--- src/rtl/cfg_seq_pkg.sv ---
package cfg_seq_pkg;
   localparam int STATE_W = 4;

   typedef enum logic [STATE_W-1:0] {
      PH_CLEAR   = 4'd0,
      PH_INIT    = 4'd1,
      PH_LOAD    = 4'd2,
      PH_ERROR   = 4'd3,
      PH_SU_DONE = 4'd4,
      PH_SU_IO   = 4'd5,
      PH_SU_GWE  = 4'd6,
      PH_SU_GSR  = 4'd7,
      PH_RUN     = 4'd8
   } phase_t;
endpackage

--- src/rtl/cfg_req_sync.sv ---
module cfg_req_sync #(
   parameter int STAGES = 2
) (
   input  logic clk,
   input  logic rst_n,
   input  logic async_n,
   output logic req
);
   initial begin
      if (STAGES < 2) $error("cfg_req_sync: STAGES must be at least 2");
   end

   logic [STAGES-1:0] chain;

   always_ff @(posedge clk or negedge rst_n) begin
      if (!rst_n) chain <= '1;
      else        chain <= {chain[STAGES-2:0], async_n};
   end

   assign req = ~chain[STAGES-1];
endmodule

--- src/rtl/cfg_mode_latch.sv ---
module cfg_mode_latch #(
   parameter int W = 3
) (
   input  logic         clk,
   input  logic         rst_n,
   input  logic         capture,
   input  logic [W-1:0] pins,
   output logic [W-1:0] mode
);
   initial begin
      if (W < 1) $error("cfg_mode_latch: W must be positive");
   end

   always_ff @(posedge clk or negedge rst_n) begin
      if (!rst_n)       mode <= '0;
      else if (capture) mode <= pins;
   end
endmodule

--- src/rtl/cfg_out_decode.sv ---
module cfg_out_decode
   import cfg_seq_pkg::*;
(
   input  phase_t ph,
   output logic   init_pull,
   output logic   done_pull,
   output logic   io_en,
   output logic   gwe_en,
   output logic   gsr
);
   always_comb begin
      init_pull = 1'b0;
      done_pull = 1'b1;
      io_en     = 1'b0;
      gwe_en    = 1'b0;
      gsr       = 1'b1;
      case (ph)
         PH_CLEAR, PH_ERROR: init_pull = 1'b1;
         PH_INIT, PH_LOAD:   ;
         PH_SU_DONE:         done_pull = 1'b0;
         PH_SU_IO: begin
            done_pull = 1'b0;
            io_en     = 1'b1;
         end
         PH_SU_GWE: begin
            done_pull = 1'b0;
            io_en     = 1'b1;
            gwe_en    = 1'b1;
         end
         default: begin
            done_pull = 1'b0;
            io_en     = 1'b1;
            gwe_en    = 1'b1;
            gsr       = 1'b0;
         end
      endcase
   end
endmodule

--- src/rtl/cfg_phase_seq.sv ---
module cfg_phase_seq
   import cfg_seq_pkg::*;
#(
   parameter int MODE_W      = 3,
   parameter int SYNC_STAGES = 2
) (
   input  logic              clk,
   input  logic              rst_n,
   input  logic              prog_n,
   input  logic              init_sense,
   input  logic              done_sense,
   input  logic [MODE_W-1:0] mode_pins,
   input  logic              clr_pass_done,
   input  logic              load_done,
   input  logic              crc_err,
   input  logic              sync_done_mode,
   output logic              init_pull,
   output logic              done_pull,
   output logic              io_en,
   output logic              gwe_en,
   output logic              gsr,
   output logic [MODE_W-1:0] cfg_mode,
   output logic [3:0]        state_o
);
   initial begin
      if (MODE_W < 1 || MODE_W > 8) $error("cfg_phase_seq: MODE_W out of range");
      if (SYNC_STAGES < 2)          $error("cfg_phase_seq: SYNC_STAGES too small");
   end

   phase_t ph, ph_nx;
   logic   prog_req;
   logic   capture;

   cfg_req_sync #(.STAGES(SYNC_STAGES)) u_sync (
      .clk(clk), .rst_n(rst_n), .async_n(prog_n), .req(prog_req)
   );

   assign capture = (ph == PH_INIT) && init_sense && !prog_req;

   cfg_mode_latch #(.W(MODE_W)) u_mode (
      .clk(clk), .rst_n(rst_n), .capture(capture), .pins(mode_pins), .mode(cfg_mode)
   );

   cfg_out_decode u_dec (
      .ph(ph), .init_pull(init_pull), .done_pull(done_pull),
      .io_en(io_en), .gwe_en(gwe_en), .gsr(gsr)
   );

   always_comb begin
      ph_nx = ph;
      if (prog_req && ph != PH_CLEAR) begin
         ph_nx = PH_CLEAR;
      end else begin
         case (ph)
            PH_CLEAR:   if (clr_pass_done && !prog_req) ph_nx = PH_INIT;
            PH_INIT:    if (init_sense) ph_nx = PH_LOAD;
            PH_LOAD: begin
               if (crc_err)        ph_nx = PH_ERROR;
               else if (load_done) ph_nx = PH_SU_DONE;
            end
            PH_ERROR:   ph_nx = PH_ERROR;
            PH_SU_DONE: if (!sync_done_mode || done_sense) ph_nx = PH_SU_IO;
            PH_SU_IO:   ph_nx = PH_SU_GWE;
            PH_SU_GWE:  ph_nx = PH_SU_GSR;
            PH_SU_GSR:  ph_nx = PH_RUN;
            default:    ph_nx = PH_RUN;
         endcase
      end
   end

   always_ff @(posedge clk or negedge rst_n) begin
      if (!rst_n) ph <= PH_CLEAR;
      else        ph <= ph_nx;
   end

   assign state_o = ph;

   assert_repeat_pass_R2: assert property (@(posedge clk) disable iff (!rst_n)
      (ph == PH_CLEAR && clr_pass_done && prog_req) |=> ph == PH_CLEAR);
   assert_init_stall_R3: assert property (@(posedge clk) disable iff (!rst_n)
      (ph == PH_INIT && !init_sense && !prog_req) |=> ph == PH_INIT);
   assert_mode_held_R4: assert property (@(posedge clk) disable iff (!rst_n)
      (ph == PH_LOAD && !prog_req) |=> $stable(cfg_mode));
   assert_error_sticky_R5: assert property (@(posedge clk) disable iff (!rst_n)
      (ph == PH_ERROR && !prog_req) |=> (ph == PH_ERROR && init_pull));
   assert_gwe_after_io_R6: assert property (@(posedge clk) disable iff (!rst_n)
      $rose(gwe_en) |-> (io_en && $past(io_en)));
   assert_done_pause_R7: assert property (@(posedge clk) disable iff (!rst_n)
      (ph == PH_SU_DONE && sync_done_mode && !done_sense && !prog_req) |=> (ph == PH_SU_DONE && !io_en));
   assert_abort_R8: assert property (@(posedge clk) disable iff (!rst_n)
      (prog_req && ph != PH_CLEAR) |=> (ph == PH_CLEAR && init_pull && done_pull));
endmodule

--- config.mk ---
export PLATFORM = sky130hd
export DESIGN_NAME = cfg_phase_seq
export DESIGN_NICKNAME = d
export VERILOG_FILES = /design/src/rtl/cfg_seq_pkg.sv /design/src/rtl/cfg_req_sync.sv /design/src/rtl/cfg_mode_latch.sv /design/src/rtl/cfg_out_decode.sv /design/src/rtl/cfg_phase_seq.sv
export SDC_FILE = /design/constraint.sdc
export NUM_CORES = 1
export LEC_CHECK = 0
export CORE_UTILIZATION = 40
export CTS_CLUSTER_SIZE = 20
export DETAILED_ROUTE_END_ITERATION = 16
export GPL_ROUTABILITY_DRIVEN = 0
export HOLD_SLACK_MARGIN = 0.03
export PLACE_DENSITY_LB_ADDON = 0.25
export SLEW_MARGIN = 5
export SYNTH_ARGS = -nofsm -noshare
export SYNTH_HDL_FRONTEND = slang
export SYNTH_HIERARCHICAL = 1
export SYNTH_SLANG_ARGS = --single-unit
--- constraint.sdc ---
create_clock -name clk -period 2.3 [get_ports clk]
set_input_delay 0.46 -clock clk [delete_from_list [all_inputs] [get_ports clk]]
set_output_delay 0.46 -clock clk [all_outputs]
set_load 0.03 [all_outputs]
## After elaboration in Yosys (flattened, before gate mapping)

Index checks and enable logic that the tools add are counted.

- Reductions and logical operators: 14
- Bitwise logic cells: 1
- Muxes and demuxes: 12
- Equality and inequality tests: 10

Operator list:

| kind | count |
|---|---|
| $pmux W4 S7 | 1 |
| $mux W4 | 6 |
| $eq A4 B3 Y1 const B | 3 |
| $eq A4 B2 Y1 const B | 2 |
| $reduce_or A7 Y1 | 1 |
| $ne A3 B3 Y1 const B | 2 |
| $reduce_or A6 Y1 | 1 |
| $mux W1 | 5 |
| $reduce_or A5 Y1 | 1 |
| $eq A4 B1 Y1 const B | 1 |
| $logic_and A1 B1 Y1 | 4 |
| $logic_not A4 Y1 | 1 |
| $ne A4 B4 Y1 const B | 1 |
| $reduce_and A4 Y1 | 1 |
| $reduce_bool A4 Y1 | 1 |
| $reduce_or A4 Y1 | 1 |
| $ne A3 B2 Y1 const B | 1 |
| $reduce_or A2 Y1 | 1 |
| $logic_not A1 Y1 | 1 |
| $logic_or A1 B1 Y1 | 1 |
| $not A1 Y1 | 1 |

- Output and inout bits: 12
- Bits in registers: 9

## Depth between registers and ports, before layout

Gate-level depths: netlist of the first run.

- Depth after elaboration: 5
- Mapped depth: 5

## Cells and area by module

Netlist of the first run, hierarchy kept.

By module, submodules not included:

| module | cells an instance | area each (um2) | instances |
|---|---|---|---|
| cfg_phase_seq | 41 | 354.1 | 1 |
| cfg_mode_latch | 6 | 108.9 | 1 |
| cfg_req_sync | 3 | 56.3 | 1 |
| cfg_out_decode | 7 | 48.8 | 1 |

## Worst setup path after synthesis of the first run

Ideal clock, no wire load.

- Path kind: flip-flop to flip-flop
- Start point: register ph[2], in the netlist state_o[2]
- End point: register u_mode.mode[0]
- Path slack: 0.512 ns
- Clock period less this slack: 1.788 ns
- Required time: 2.175 ns
- Path buffers: 1
- Arrival time: 1.663 ns
- Library setup time: 0.125 ns
- Stages on the path, launching flop included: 5
- Path through: dfrtp_1 > buf_6 > nor4_1 > and3_1 > mux2_2

- Word-level cells in the longest chain between the ends: 3

RTL lines:

| what | RTL line | text |
|---|---|---|
| from (decl) | cfg_phase_seq.sv:30 | `phase_t ph, ph_nx;` |
| from (signal assigned) | cfg_phase_seq.sv:73 | `else ph <= ph_nx;` |
| $eq A4 B1 Y1 | cfg_phase_seq.sv:38 | `assign capture = (ph == PH_INIT) && init_sense && !prog_req;` |
| $logic_and A1 B1 Y1 (2 in series) | cfg_phase_seq.sv:38 |  |
| net capture | cfg_phase_seq.sv:32 | `logic capture;` |
| to (signal assigned) | cfg_mode_latch.sv:16 | `else if (capture) mode <= pins;` |
| to (decl) | cfg_mode_latch.sv:8 | `output logic [W-1:0] mode` |

The timed path passes the listed nets, and every way through them passes these cells.
A chain may end at the register's enable or synchronous reset.

## Final worst setup path of the first run

- Start point: register ph[3], in the netlist state_o[3]
- End point: output port init_pull

- Word-level cells in the longest chain between the ends: 3
- Elaborated cells between the ends (all ways): 4
- Those cells by class: eq/ne: 1; mux: 1; reduce/logical: 2

RTL lines:

| what | RTL line | text |
|---|---|---|
| $eq A4 B2 Y1 / $logic_not A4 Y1 (equally long branches) | cfg_out_decode.sv:17 | `case (ph)` |
| $reduce_or A2 Y1 (*) | - |  |
| $mux W1 (*) | cfg_out_decode.sv:17 |  |
| to (decl) | cfg_phase_seq.sv:17 | `output logic init_pull,` |

Mark *: on every way between the ends. The rest lies on a longest branch, timed or not.

==> impl_metrics.json, run 1 <==
{
  "final_common_cell": "clkdlybuf4s50_1",
  "worstPathRequired_ps": 1840,
  "r2r-start": "state_o[1]",
  "tightest_slew_ps": 437.8,
  "drv_slew": 0,
  "crit_path_start": "state_o[3]",
  "max-vdd-ir-drop_uv": 452.7,
  "post_cts_resized": 0,
  "die_area_um2": 1575,
  "hold_buffers": 0,
  "vias": 552,
  "yosys-top-cells-area": "dfrtp_1 (31%), dfstp_2 (9.3%), mux2_2 (5.9%), a21oi_1 (3.5%), nor2_1 (3.3%)",
  "grt_max_degree": 15,
  "h-tree-depth": 1,
  "die_x_um": 39.69,
  "hold_violations": 0,
  "drtPass1Iterations": 4,
  "r2r_setup_slack_ps": 560,
  "max-slew-margin-rel_pct": 70.81,
  "rows": 13,
  "syn_avg_cell_area_um2": 9.966,
  "leakage_nw": 0.3477,
  "drive_gt1_share_pct": 21.43,
  "rr_worst_depth": 4,
  "clk_pin_slew_ps": 60,
  "critPathArrivalTime_ps": 1700,
  "hold_path_class": "reg2reg",
  "syn_to_final_growth_pct": 48.68,
  "end_kind": "primary output",
  "cts.sinks": 9,
  "reg2reg_to": "u_mode/mode[2]",
  "critPathKind": "reg2out",
  "cpMaxStageDelayCell": "clkdlybuf4s50_1",
  "ys_ff_latch": 9,
  "grtUsageTotal_pct": 21.10,
  "worstSetupEndpoint": "init_pull",
  "cts_tree": "yes",
  "overflow": 0,
  "min_path_cells": 0,
  "clk_latency_ps": 250,
  "root_buffer": "clkbuf_4",
  "io_pins": 24,
  "path_depth": 2,
  "ys.warnings.count": 6,
  "max_cap_viol_count": 0,
  "cpPeakStageDelay_ps": 700,
  "routed_wirelength_um": 1326,
  "cp_cell_sequence": "nor3_2 -> clkdlybuf4s50_1",
  "setup_tns_ps": 0,
  "yosysSeqAreaShare_pct": 40.09,
  "syn-num-nets": 69,
  "fmax_ghz": 0.4628,
  "whs_ps": 358.6,
  "status": "finished clean",
  "cts_buffer_depth": 2,
  "rsz0062_at_grt": "false",
  "syn-instance-count": 57,
  "antenna_found_initial": 0,
  "final_cell_mix": "clkdlybuf4s50_1 (23), dfrtp_1 (7), nor2_1 (5), a21oi_1 (4)",
  "port_buffers": 23,
  "p_total_mw": 0.9468,
  "cp_num_buf_inv": 1,
  "setup_viol": 0,
  "period_minus_slack_ps": 2161,
  "diodes": 0,
  "fin_crit_sh_pct": 93.94,
  "core_um2": 1318,
  "vias_per_cell": 5.576,
  "wl_per_cell_um": 13.39,
  "die_h_um": 39.69,
  "fin_ws_ps": 139.5,
  "cts_setup_buffers": 0,
  "worstPathMaxFanout": 14,
  "drt_iter0_drc": 14,
  "start_kind": "flip-flop",
  "crit_family": "buffers and inverters",
  "dp_hpwl_um": 1010,
  "cts_made_buffers": 3,
  "drcViolationCount": 0,
  "finalClockSkew_ps": 1.371,
  "powerDensity_nw_per_um2": 1121,
  "pre_cts_slack_ps": 399.2,
  "initial_core_util_pct": 43.11,
  "grt_pass1_vias": 501,
  "synthesis.area_um2": 568.0,
  "yosysUniqueCellTypes": 34,
  "synth_top_cell_by_area": "dfrtp_1",
  "grt_pass1_wl_um": 2201,
  "drt.antenna.violating_nets": 0,
  "fin_nets": 97,
  "synth_top_area_share_pct": 30.84
}
-- logic make-up after synthesis --
group                     after synthesis  synth area share [%]
buffers and inverters                   6                 5.727
AOI/OAI and AO/OA                      19                 25.11
and+or+nand+nor                        18                 19.83
muxes                                   4                 7.709
xor gates and xnor gates                1                 1.542
DFF                                     9                 40.09
-- through the flow --
step | std cells | area (um^2) | utilization, %
2_1_floorplan | 57 | 568.0 | -
3_3_place_gp | 95 | 818.3 | 62.11
3_5_place_dp | 95 | 818.3 | 62.11
4_1_cts | 99 | 844.6 | 64.10
5_1_grt | 99 | 844.6 | 64.10
6_report | 99 | 844.6 | 64.10
-- worst min path at each step --
stage	endpoint	slack, ps	from
after detailed placement	u_sync/chain[1]	350	u_sync/chain[0]
after CTS	u_sync/chain[1]	360	u_sync/chain[0]
final	u_sync/chain[1]	360	u_sync/chain[0]
after global routing	u_sync/chain[1]	360	u_sync/chain[0]
after floorplan	state_o[0]	160	rst_n
after global placement	u_sync/chain[1]	350	u_sync/chain[0]
-- cell usage after synthesis (all sizes together) --
cell	instances
nor2	6
a21o	1
a22o	1
and3	2
a21oi	4
nand2b	2
mux2	3
a2111oi	1
nor2b	1
a211oi	2
o2bb2ai	1
o41ai	1
nor3b	1
dfrtp	7
or3	1
a311oi	1
nand2	1
xor2	1
inv	3
o21a	1
a31oi	2
nor3	2
mux2i	1
dfstp	2
nor4	1
or2b	1
o21ai	3
buf	3
a21boi	1
-- cell type report --
class / instances / area, um^2
multi-input cells: 42 / 307.8
clock buffers: 4 / 26.28
flip-flops and latches: 9 / 227.7
well taps: 15 / 18.77
inverters: 3 / 11.26
repair buffers: 26 / 252.7
fillers: 105 / 473.0
-- registers in the layout (all words and copies together), names as in the netlist --
name and cells:
state_o 4, u_mode/mode 3, u_sync/chain 2
-- routing by layer --
metal | vias to the layer above | wire length, um | track usage (%) | share of wire [%]
li1 | 263 | - | - | -
met1 | 268 | 575 | 27.92 | 43
met2 | 21 | 669 | 35.25 | 50
met3 | 0 | 81 | 5.114 | 6.1
met4 | 0 | 0 | 2.586 | 0
met5 | - | 0 | 0 | 0
-- power breakdown --
part / internal [mW] / switching [mW]
logic: 0.267 / 0.316
registers: 0.206 / 0.0403
clock network: 0.0666 / 0.0518
No activity file was read; power rests on OpenSTA's default activity.
==> inputs of run 2 (changes only) <==
GPL_ROUTABILITY_DRIVEN = unset   (was 0)
MAX_ROUTING_LAYER = met4   (was unset)
==> run 2 against run 1 <==
Compared with the run above:
- via count decreased by 2.4%
- sequential power about the same
- sequential share of layout area unchanged
- fmax increased by 0.27%
- cell area unchanged
- wire length decreased by 0.75%
- first-iteration DRC count decreased by 43%
- die area unchanged
- count of clock-buffer cells in the layout unchanged
- total power decreased by 0.17%
- non-clock buffer count unchanged
- critical endpoint unchanged
==> impl_metrics.json, run 2 (synthesis results as in run 1) <==
{
  "swShare_pct": 42.97,
  "r2r_setup_slack_ps": 560,
  "setup_viol": 0,
  "leakage_nw": 0.3477,
  "end_kind": "primary output",
  "die_x_um": 39.69,
  "syn_to_final_growth_pct": 48.68,
  "hold_buffers": 0,
  "port_buffers": 23,
  "final_common_cell": "clkdlybuf4s50_1",
  "diodes": 0,
  "p_comb_share_pct": 61.5,
  "max_cap_viol_count": 0,
  "grtUsageTotal_pct": 21.25,
  "antenna_found_initial": 0,
  "final_cell_mix": "clkdlybuf4s50_1 (23), dfrtp_1 (7), nor2_1 (5), a21oi_1 (4)",
  "cts_buffer_depth": 2,
  "grt_pass1_wl_um": 2166,
  "fmax_ghz": 0.4641,
  "hold_start": "u_sync/chain[0]",
  "drt.antenna.violating_nets": 0,
  "hold_path_class": "reg2reg",
  "period_minus_slack_ps": 2155,
  "core_um2": 1318,
  "cts.sinks": 9,
  "overflow": 0,
  "critPathKind": "reg2out",
  "wl_per_cell_um": 13.29,
  "largest_reg_flops": 4,
  "p_int_mw": 0.5390,
  "routed_wirelength_um": 1316,
  "max-slew-margin-rel_pct": 71.36,
  "worstPathRequired_ps": 1840,
  "drv_slew": 0,
  "grt_pass1_vias": 502,
  "grt_max_degree": 15,
  "clk_pin_slew_ps": 60,
  "cpMaxStageDelayCell": "clkdlybuf4s50_1",
  "globalplace.congestion": 0.8396,
  "initial_core_util_pct": 43.11,
  "rr_worst_depth": 4,
  "drt_iter0_drc": 8,
  "cts_tree": "yes",
  "setup_tns_ps": 0,
  "cpPeakStageDelay_ps": 700,
  "vias_per_cell": 5.444,
  "seq_power_share_pct": 26.0,
  "die_h_um": 39.69,
  "r2r-start": "state_o[1]",
  "h-tree-depth": 1,
  "min_path_cells": 0,
  "fillCellCount": 105,
  "fin_nets": 97,
  "drive_gt1_share_pct": 21.43,
  "multi_input_area_um2": 307.8,
  "dp_hpwl_um": 1010,
  "tightest_slew_ps": 429.6,
  "rows": 13,
  "netSwitchingPower_mw": 0.4062,
  "cp_cell_sequence": "nor3_2 -> clkdlybuf4s50_1",
  "drtPass1Iterations": 4,
  "vias": 539,
  "rsz0062_at_grt": "false",
  "clkPwrFrac_pct": 12.5,
  "placed_cell_area_um2": 818.3,
  "critPathArrivalTime_ps": 1690,
  "crit_family": "buffers and inverters",
  "finalClockSkew_ps": 0.8510,
  "drcViolationCount": 0,
  "final_area_um2": 844.6,
  "cp_num_buf_inv": 1,
  "io_pins": 24,
  "root_buffer": "clkbuf_4",
  "start_kind": "flip-flop",
  "reg2reg_to": "u_mode/mode[2]",
  "post-route-util_pct": 64.10,
  "clk_latency_ps": 250,
  "regArea_um2": 227.7,
  "max-vdd-ir-drop_uv": 452.7,
  "cts_made_buffers": 3,
  "post_cts_resized": 0,
  "holdPathEnd": "u_sync/chain[1]",
  "powerDensity_nw_per_um2": 1119,
  "hold_violations": 0,
  "fin_crit_sh_pct": 93.69,
  "cts_setup_buffers": 0,
  "status": "finished clean",
  "p_total_mw": 0.9452,
  "die_area_um2": 1575,
  "worstPathMaxFanout": 14
}
-- run 2: power groups by stage --
stage / combinational [mW] / sequential, mW / clock, mW
global route: 0.626 / 0.254 / 0.131
global placement: 0.568 / 0.247 / 0
finish: 0.581 / 0.246 / 0.118
floorplan: 0.284 / 0.337 / 0
CTS: 0.583 / 0.247 / 0.123
detailed placement: 0.582 / 0.250 / 0
-- run 2: per-stage QoR --
step	setup WS (ps)	instances	hold slack, ps
5_1_grt	58.08	99	362.2
2_1_floorplan	512.4	57	164.4
6_report	145.2	99	358.6
3_5_place_dp	399.2	95	349.0
3_3_place_gp	440.9	95	348.8
4_1_cts	124.7	99	359.9
-- run 2: worst max path at each step --
| stage | to | from | cells past startpoint |
|---|---|---|---|
| after floorplan | u_mode/mode[0] | state_o[2] | 4 |
| after global placement | io_en | state_o[3] | 2 |
| after detailed placement | init_pull | state_o[3] | 2 |
| after CTS | init_pull | state_o[3] | 2 |
| after global routing | init_pull | state_o[3] | 2 |
| final | init_pull | state_o[3] | 2 |
-- run 2: layout make-up --
class                   count  share of cell area [%]
well taps                  15                   2.222
repair buffers             26                   29.93
flip-flops and latches      9                   26.96
multi-input cells          42                   36.44
inverters                   3                   1.333
clock buffers               4                   3.111
-- run 2: routing by layer --
metal  routed length (um)  global-route usage (%)  share of wire (%)
met4                    0                   2.586                  0
met1                  561                   26.86                 43
met3                   84                   5.114                6.4
met2                  670                   35.25                 51
met5                    0                       -                  0
==> inputs of run 3 (changes only) <==
ABC_CLOCK_PERIOD_IN_PS = 2300   (was unset)
==> results of run 3 <==
Final layout, timing and power as in run 2 (identical DEF).
